--- src/rtl/sup_pkg.sv ---
package sup_pkg;

    typedef enum logic [1:0] {
        WD_LOW     = 2'b00,
        WD_HIGH    = 2'b01,
        WD_MID     = 2'b10,
        WD_MID_ALT = 2'b11
    } wd_lvl_e;

    // Watchdog state other than the counter
    typedef struct packed {
        logic       grace;      // long timeout in force
        logic       timed_out;  // sticky timeout flag
        logic [1:0] prev;       // level seen on previous tick
    } wd_flags_t;

    function automatic logic lvl_is_mid(input logic [1:0] v);
        return v[1];
    endfunction

    function automatic int unsigned max2(input int unsigned a, input int unsigned b);
        return (a > b) ? a : b;
    endfunction

endpackage

--- src/rtl/sup_reset_gen.sv ---
module sup_reset_gen #(
    parameter int unsigned RST_TICKS = 512
) (
    input  logic clk,
    input  logic rst,
    input  logic tick,
    input  logic hold_uv,
    input  logic wd_fire,
    output logic active
);
    localparam int unsigned W = $clog2(RST_TICKS + 1);

    logic [W-1:0] cnt;

    always_ff @(posedge clk) begin
        if (rst) begin
            active <= 1'b1;
            cnt    <= '0;
        end else if (hold_uv || wd_fire) begin
            active <= 1'b1;
            cnt    <= '0;
        end else if (active && tick) begin
            if (cnt == W'(RST_TICKS - 1)) begin
                active <= 1'b0;
                cnt    <= '0;
            end else begin
                cnt <= cnt + 1'b1;
            end
        end
    end

    // release only after the full width has been counted
    assert_pulse_len_R1: assert property (@(posedge clk) disable iff (rst)
        $fell(active) |-> ($past(cnt) == W'(RST_TICKS - 1)));

    // undervoltage keeps the pulse going
    assert_hold_R1: assert property (@(posedge clk) disable iff (rst)
        hold_uv |=> active);

endmodule

--- src/rtl/sup_watchdog.sv ---
module sup_watchdog
    import sup_pkg::*;
#(
    parameter int unsigned EXT_SHORT = 1024,
    parameter int unsigned EXT_LONG  = 4096,
    parameter int unsigned INT_SHORT = 1024,
    parameter int unsigned INT_LONG  = 16384
) (
    input  logic       clk,
    input  logic       rst,
    input  logic       tick,
    input  logic       hold,
    input  logic       uv,
    input  logic [1:0] wd_lvl,
    input  logic       osc_ext,
    input  logic       period_sel,
    output logic       fire,
    output logic       timed_out
);
    localparam int unsigned MAXL = max2(max2(EXT_SHORT, EXT_LONG), max2(INT_SHORT, INT_LONG));
    localparam int unsigned W    = $clog2(MAXL + 1);

    logic [W-1:0] cnt;
    wd_flags_t    st;
    logic [W-1:0] long_lim, norm_lim, limit;
    logic         cur_mid, edge_seen;

    always_comb begin
        long_lim  = osc_ext ? W'(EXT_LONG) : W'(INT_LONG);
        norm_lim  = osc_ext ? W'(EXT_SHORT) : (period_sel ? W'(INT_LONG) : W'(INT_SHORT));
        limit     = st.grace ? long_lim : norm_lim;
        cur_mid   = lvl_is_mid(wd_lvl);
        edge_seen = !cur_mid && !lvl_is_mid(st.prev) && (wd_lvl[0] != st.prev[0]);
        fire      = tick && !hold && !cur_mid && !edge_seen && (cnt == limit - 1'b1);
    end

    always_ff @(posedge clk) begin
        if (rst) begin
            cnt <= '0;
            st  <= '{grace: 1'b1, timed_out: 1'b0, prev: WD_MID};
        end else begin
            if (tick) st.prev <= wd_lvl;
            if (uv) st.timed_out <= 1'b0;
            if (hold) begin
                cnt      <= '0;
                st.grace <= 1'b1;
            end else if (tick) begin
                if (cur_mid) begin
                    cnt          <= '0;
                    st.timed_out <= 1'b0;
                end else if (edge_seen) begin
                    cnt          <= '0;
                    st.grace     <= 1'b0;
                    st.timed_out <= 1'b0;
                end else if (fire) begin
                    cnt          <= '0;
                    st.timed_out <= 1'b1;
                end else begin
                    cnt <= cnt + 1'b1;
                end
            end
        end
    end

    assign timed_out = st.timed_out;

    // the flag is only raised by a timeout
    assert_flag_src_R4: assert property (@(posedge clk) disable iff (rst)
        $rose(st.timed_out) |-> $past(fire));

    // undervoltage clears the flag
    assert_uv_clear_R5: assert property (@(posedge clk) disable iff (rst)
        uv |=> !st.timed_out);

    // mid level leaves no timeout pending
    assert_mid_quiet_R6: assert property (@(posedge clk) disable iff (rst)
        (tick && !hold && cur_mid) |=> !st.timed_out);

    // counter never passes the largest limit
    assert_cnt_range_R8: assert property (@(posedge clk) disable iff (rst)
        cnt < W'(MAXL));

endmodule

--- src/rtl/proc_supervisor.sv ---
module proc_supervisor #(
    parameter int unsigned RST_TICKS = 512,
    parameter int unsigned EXT_SHORT = 1024,
    parameter int unsigned EXT_LONG  = 4096,
    parameter int unsigned INT_SHORT = 1024,
    parameter int unsigned INT_LONG  = 16384
) (
    input  logic       clk,
    input  logic       rst,
    input  logic       tick,
    input  logic       supply_ok,
    input  logic       on_backup,
    input  logic [1:0] wd_lvl,
    input  logic       osc_ext,
    input  logic       period_sel,
    input  logic       ce_in_n,
    output logic       rst_out_n,
    output logic       rst_out,
    output logic       low_line_n,
    output logic       wd_ok,
    output logic       ce_out_n
);
    logic uv, rst_active, wd_fire, wd_flag;

    assign uv = !supply_ok || on_backup;

    sup_reset_gen #(.RST_TICKS(RST_TICKS)) u_rst (
        .clk(clk), .rst(rst), .tick(tick),
        .hold_uv(uv), .wd_fire(wd_fire), .active(rst_active)
    );

    sup_watchdog #(
        .EXT_SHORT(EXT_SHORT), .EXT_LONG(EXT_LONG),
        .INT_SHORT(INT_SHORT), .INT_LONG(INT_LONG)
    ) u_wd (
        .clk(clk), .rst(rst), .tick(tick),
        .hold(rst_active || uv), .uv(uv),
        .wd_lvl(wd_lvl), .osc_ext(osc_ext), .period_sel(period_sel),
        .fire(wd_fire), .timed_out(wd_flag)
    );

    assign rst_out    = rst_active || uv;
    assign rst_out_n  = !(rst_active || uv);
    assign low_line_n = supply_ok && !on_backup;
    assign wd_ok      = uv || !wd_flag;
    assign ce_out_n   = uv ? 1'b1 : ce_in_n;

    // release happens only with a good supply
    assert_release_R1: assert property (@(posedge clk) disable iff (rst)
        $rose(rst_out_n) |-> (supply_ok && !on_backup));

    // outputs stay complementary
    assert_compl_R2: assert property (@(posedge clk) disable iff (rst)
        rst_out != rst_out_n);

    // chip-enable blocked under undervoltage
    assert_ce_block_R9: assert property (@(posedge clk) disable iff (rst)
        !supply_ok |-> ce_out_n);

    // backup mode gives reset and a high status
    assert_backup_R10: assert property (@(posedge clk) disable iff (rst)
        on_backup |-> (!rst_out_n && wd_ok && !low_line_n));

endmodule

--- config.mk ---
export PLATFORM = sky130hd
export DESIGN_NAME = proc_supervisor
export DESIGN_NICKNAME = d
export VERILOG_FILES = /design/src/rtl/sup_pkg.sv /design/src/rtl/sup_reset_gen.sv /design/src/rtl/sup_watchdog.sv /design/src/rtl/proc_supervisor.sv
export SDC_FILE = /design/constraint.sdc
export NUM_CORES = 1
export LEC_CHECK = 0
export ABC_AREA = 1
export ABC_CLOCK_PERIOD_IN_PS = 4900
export CORE_MARGIN = 3
export CORE_UTILIZATION = 60
export CTS_BUF_LIST = sky130_fd_sc_hd__clkbuf_16
export CTS_CLUSTER_SIZE = 10
export DETAILED_ROUTE_END_ITERATION = 10
export PLACE_DENSITY = 0.83
export SETUP_SLACK_MARGIN = 0.1
export SYNTH_ARGS = -nofsm -noshare
export SYNTH_HDL_FRONTEND = slang
export SYNTH_SLANG_ARGS = --single-unit
--- constraint.sdc ---
create_clock -name clk -period 4.9 [get_ports clk]
set_clock_uncertainty 0.2 [all_clocks]
set_input_delay 0.98 -clock clk [delete_from_list [all_inputs] [get_ports clk]]
set_output_delay 0.98 -clock clk [all_outputs]
set_load 0.1 [all_outputs]
==> metrics.md <==
| Metric | Value |
|---|---|
| Outcome | `finished, final reports clean` |
| DRT Pass-1 Iters | `4` |
| Fin cells | `301` |
| Final setup viols | `0` |
| Grt total ovfl | `0` |
| Global-route wire length before repair | `6.15 mm` |
| Endpoint class of the critical path | `primary output` |
| EDFF count, synth | `0` |
| ANT cells | `0` |
| Initial DRC count | `61` |
| Number of nets in the layout | `284` |
| Met1 Usage GRT | `0.286` |
| CTS Buf Count | `5` |
| Most used flip-flop cell after synthesis | `dfxtp_1` |
| TritonCTS Sinks | `30` |
| DR vias | `1,647` |
| Area grow syn2layout | `15.3%` |
| Placed cell count | `295` |
| Post-Syn Area | `1740 um^2` |
| GPL Wtd Cong | `0.895` |
| Reg2reg start | `u_wd.cnt[0]` |
| Post-Layout Inst Area | `2010 um^2` |
| Flops & latches, synth | `30` |
| Detailed Place HPWL | `2.62 mm` |
| Worst Tran Pin Value | `0.523 ns` |
| Die height | `59.9 um` |
| Gate count of the mapped netlist | `255` |
| Reg power frac | `0.442` |
| Clk pin slew, worst setup/hold paths | `0.05 ns` |
| CP startpoint | `supply_ok` |
| Async SR Flop Fraction | `0` |
| Core area | `2610 um^2` |
| Met3 Resource Use GR | `0.0670` |
| Startpoint type of the worst setup path | `input port` |
| Vias in the first global route | `1,437` |
| Fillers | `223` |
| Placed inst area | `1880 um^2` |
| Syn_nets | `267` |
| Fmax | `307 MHz` |
| HP Start | `u_wd.st[1]` |
| Data required time of the critical path | `3.72 ns` |
| Routed WL | `3.70 mm` |
| Slew margin rel. | `0.649` |
| Critical path class | `input port to primary output` |
| Setup TNS | `0 ns` |
| Int Power | `0.437 mW` |
| CTS root buffer | `clkbuf_16` |
| Fin. Hold Viols | `0` |
| Die area | `3580 um^2` |
| DRC | `0` |
| All-layer global routing usage | `0.231` |
| IO Pins | `15` |
| Max VDD drop | `0.335 mV` |
| Comb pwr share | `0.060` |
| WL/cell | `12.3 um` |
| Rows | `18` |
| Post-route minimum period | `3.26 ns` |
| Max-cap violations | `0` |
| H-tree depth | `2` |
| Die X-Extent | `59.9 um` |
| Post-cts sizing count | `0` |
| Most frequent cells in the layout | `nand2_1 (67), inv_1 (30), dfxtp_1 (30)` |
| Commonest non-fill, non-tap cell in the layout | `nand2_1` |
| Met2 Usage GRT | `0.380` |
| Share of layout cells above drive strength 1 | `0.125` |
| Vias/cell | `5.47` |
| CTS tree | `built` |
| Hold buffers post-CTS | `0` |
| Post-synthesis average cell area | `6.83 um^2` |
| Multi-input logic area | `992 um^2` |
| Number of distinct library cells after synthesis | `30` |
| Initial antenna violation count | `0` |
| CTS max path bufs | `2` |
| RSZ-0062 raised after global routing | `no` |
| Power share of the clock group | `0.498` |
| P_sw | `0.121 mW` |
| Largest net degree at the start of global routing | `20` |
| Clk Latency, worst-skew pair | `0.28 ns` |
| Gr busiest metal | `met2` |
| Register area share after synthesis | `0.345` |
| Critical Path Fanout Max | `4` |
| Fin crit share | `0.665` |
| Worst Hold Class | `flop to flop` |
| Critical path arrival | `2.08 ns` |
| Power, Total | `0.558 mW` |
| Pwr Density | `278 nW/um^2` |
| Effective utilization at floorplan | `0.666` |
| Synth warn | `0` |
| Max-slew violations | `0` |
| I/O Buffers | `14` |
| Switching portion of total power | `0.217` |
| Leakage power | `0.777 nW` |
| Antenna-violating nets left | `0` |
| Reg area | `601 um^2` |
| Post-CTS setup repair buffer count | `0` |
per-stage QoR:
step	utilization	setup slack (ns)	hold WS, ns
after CTS	0.768	1.65	0.281
after global placement	0.719	1.68	0.265
after detailed placement	0.719	1.65	0.274
final	0.768	1.64	0.274
after global routing	0.768	1.57	0.305
after floorplan	-	0.351	0.237
worst max-delay path, cell delays in order:
cell and delay (ns):
clkdlybuf4s50_1 0.45, nand2_1 0.09, nor2_1 0.20, inv_1 0.11, buf_4 0.25
area by class of cell:
type,count,area share
multi-input combinational,189,0.494
sequential,30,0.299
timing repair buffer,14,0.0636
clock buffer,5,0.0623
inverter,32,0.0599
tap,30,0.0187
clock inverter,1,0.00187
cells by family (layout without fill, tap and decap cells):
family          count (synthesis)  after routing  share of synthesized area
xor+xnor                       10             10                     0.0503
flops                          30             30                      0.345
simple gates                  144            144                      0.401
compound gates                 33             33                      0.104
fa+ha+maj                       2              2                     0.0144
buf+inv                        36             52                     0.0848
sequential cells by signal, indices dropped and copies added, names as in the netlist:
signal          flops
u_rst.active        1
u_rst.cnt          10
u_wd.cnt           15
u_wd.st             3
u_wd.timed_out      1
power by group through the flow:
stage / Clock, mW / Sequential [mW] / Combinational (mW)
after CTS: 0.281 / 0.247 / 0.0336
after global placement: 0 / 0.251 / 0.0331
after global routing: 0.293 / 0.247 / 0.0362
after floorplan: 0 / 0.251 / 0.0210
after detailed placement: 0 / 0.251 / 0.0335
final: 0.278 / 0.247 / 0.0333
cells in the mapped netlist, types with 2 or more instances:
cell type   n  share of area
a21oi_1    18          0.052
nand2_1    67           0.14
nand4_1     5          0.018
inv_1      30          0.065
xnor2_1     4          0.020
o21ai_0    10          0.029
nor2_4      3          0.019
ha_1        2          0.014
or2_2       2         0.0072
o22ai_1     2         0.0072
xor2_1      6          0.030
nand2_4     2          0.013
nand2_2     2         0.0072
nand3_2     8          0.046
nand3_1    22          0.063
nor3_1      2         0.0058
dfxtp_1    30           0.35
nor2_2      4          0.014
nor2_1     25          0.054
metal layers:
metal	part of all wire	up-vias
li1	-	854
met1	0.45	745
met2	0.47	41
met3	0.059	7
met4	0.013	0
met5	0	-
worst paths after layout:
check,endpoint,slack [ns],cells after the start
max,rst_out,1.64,5
min,u_wd.st[1],0.27,2
max reg2reg,u_rst.cnt[8],3.01,8
min reg2reg,u_wd.st[1],0.27,2
No activity file was read; power rests on OpenSTA's default activity.
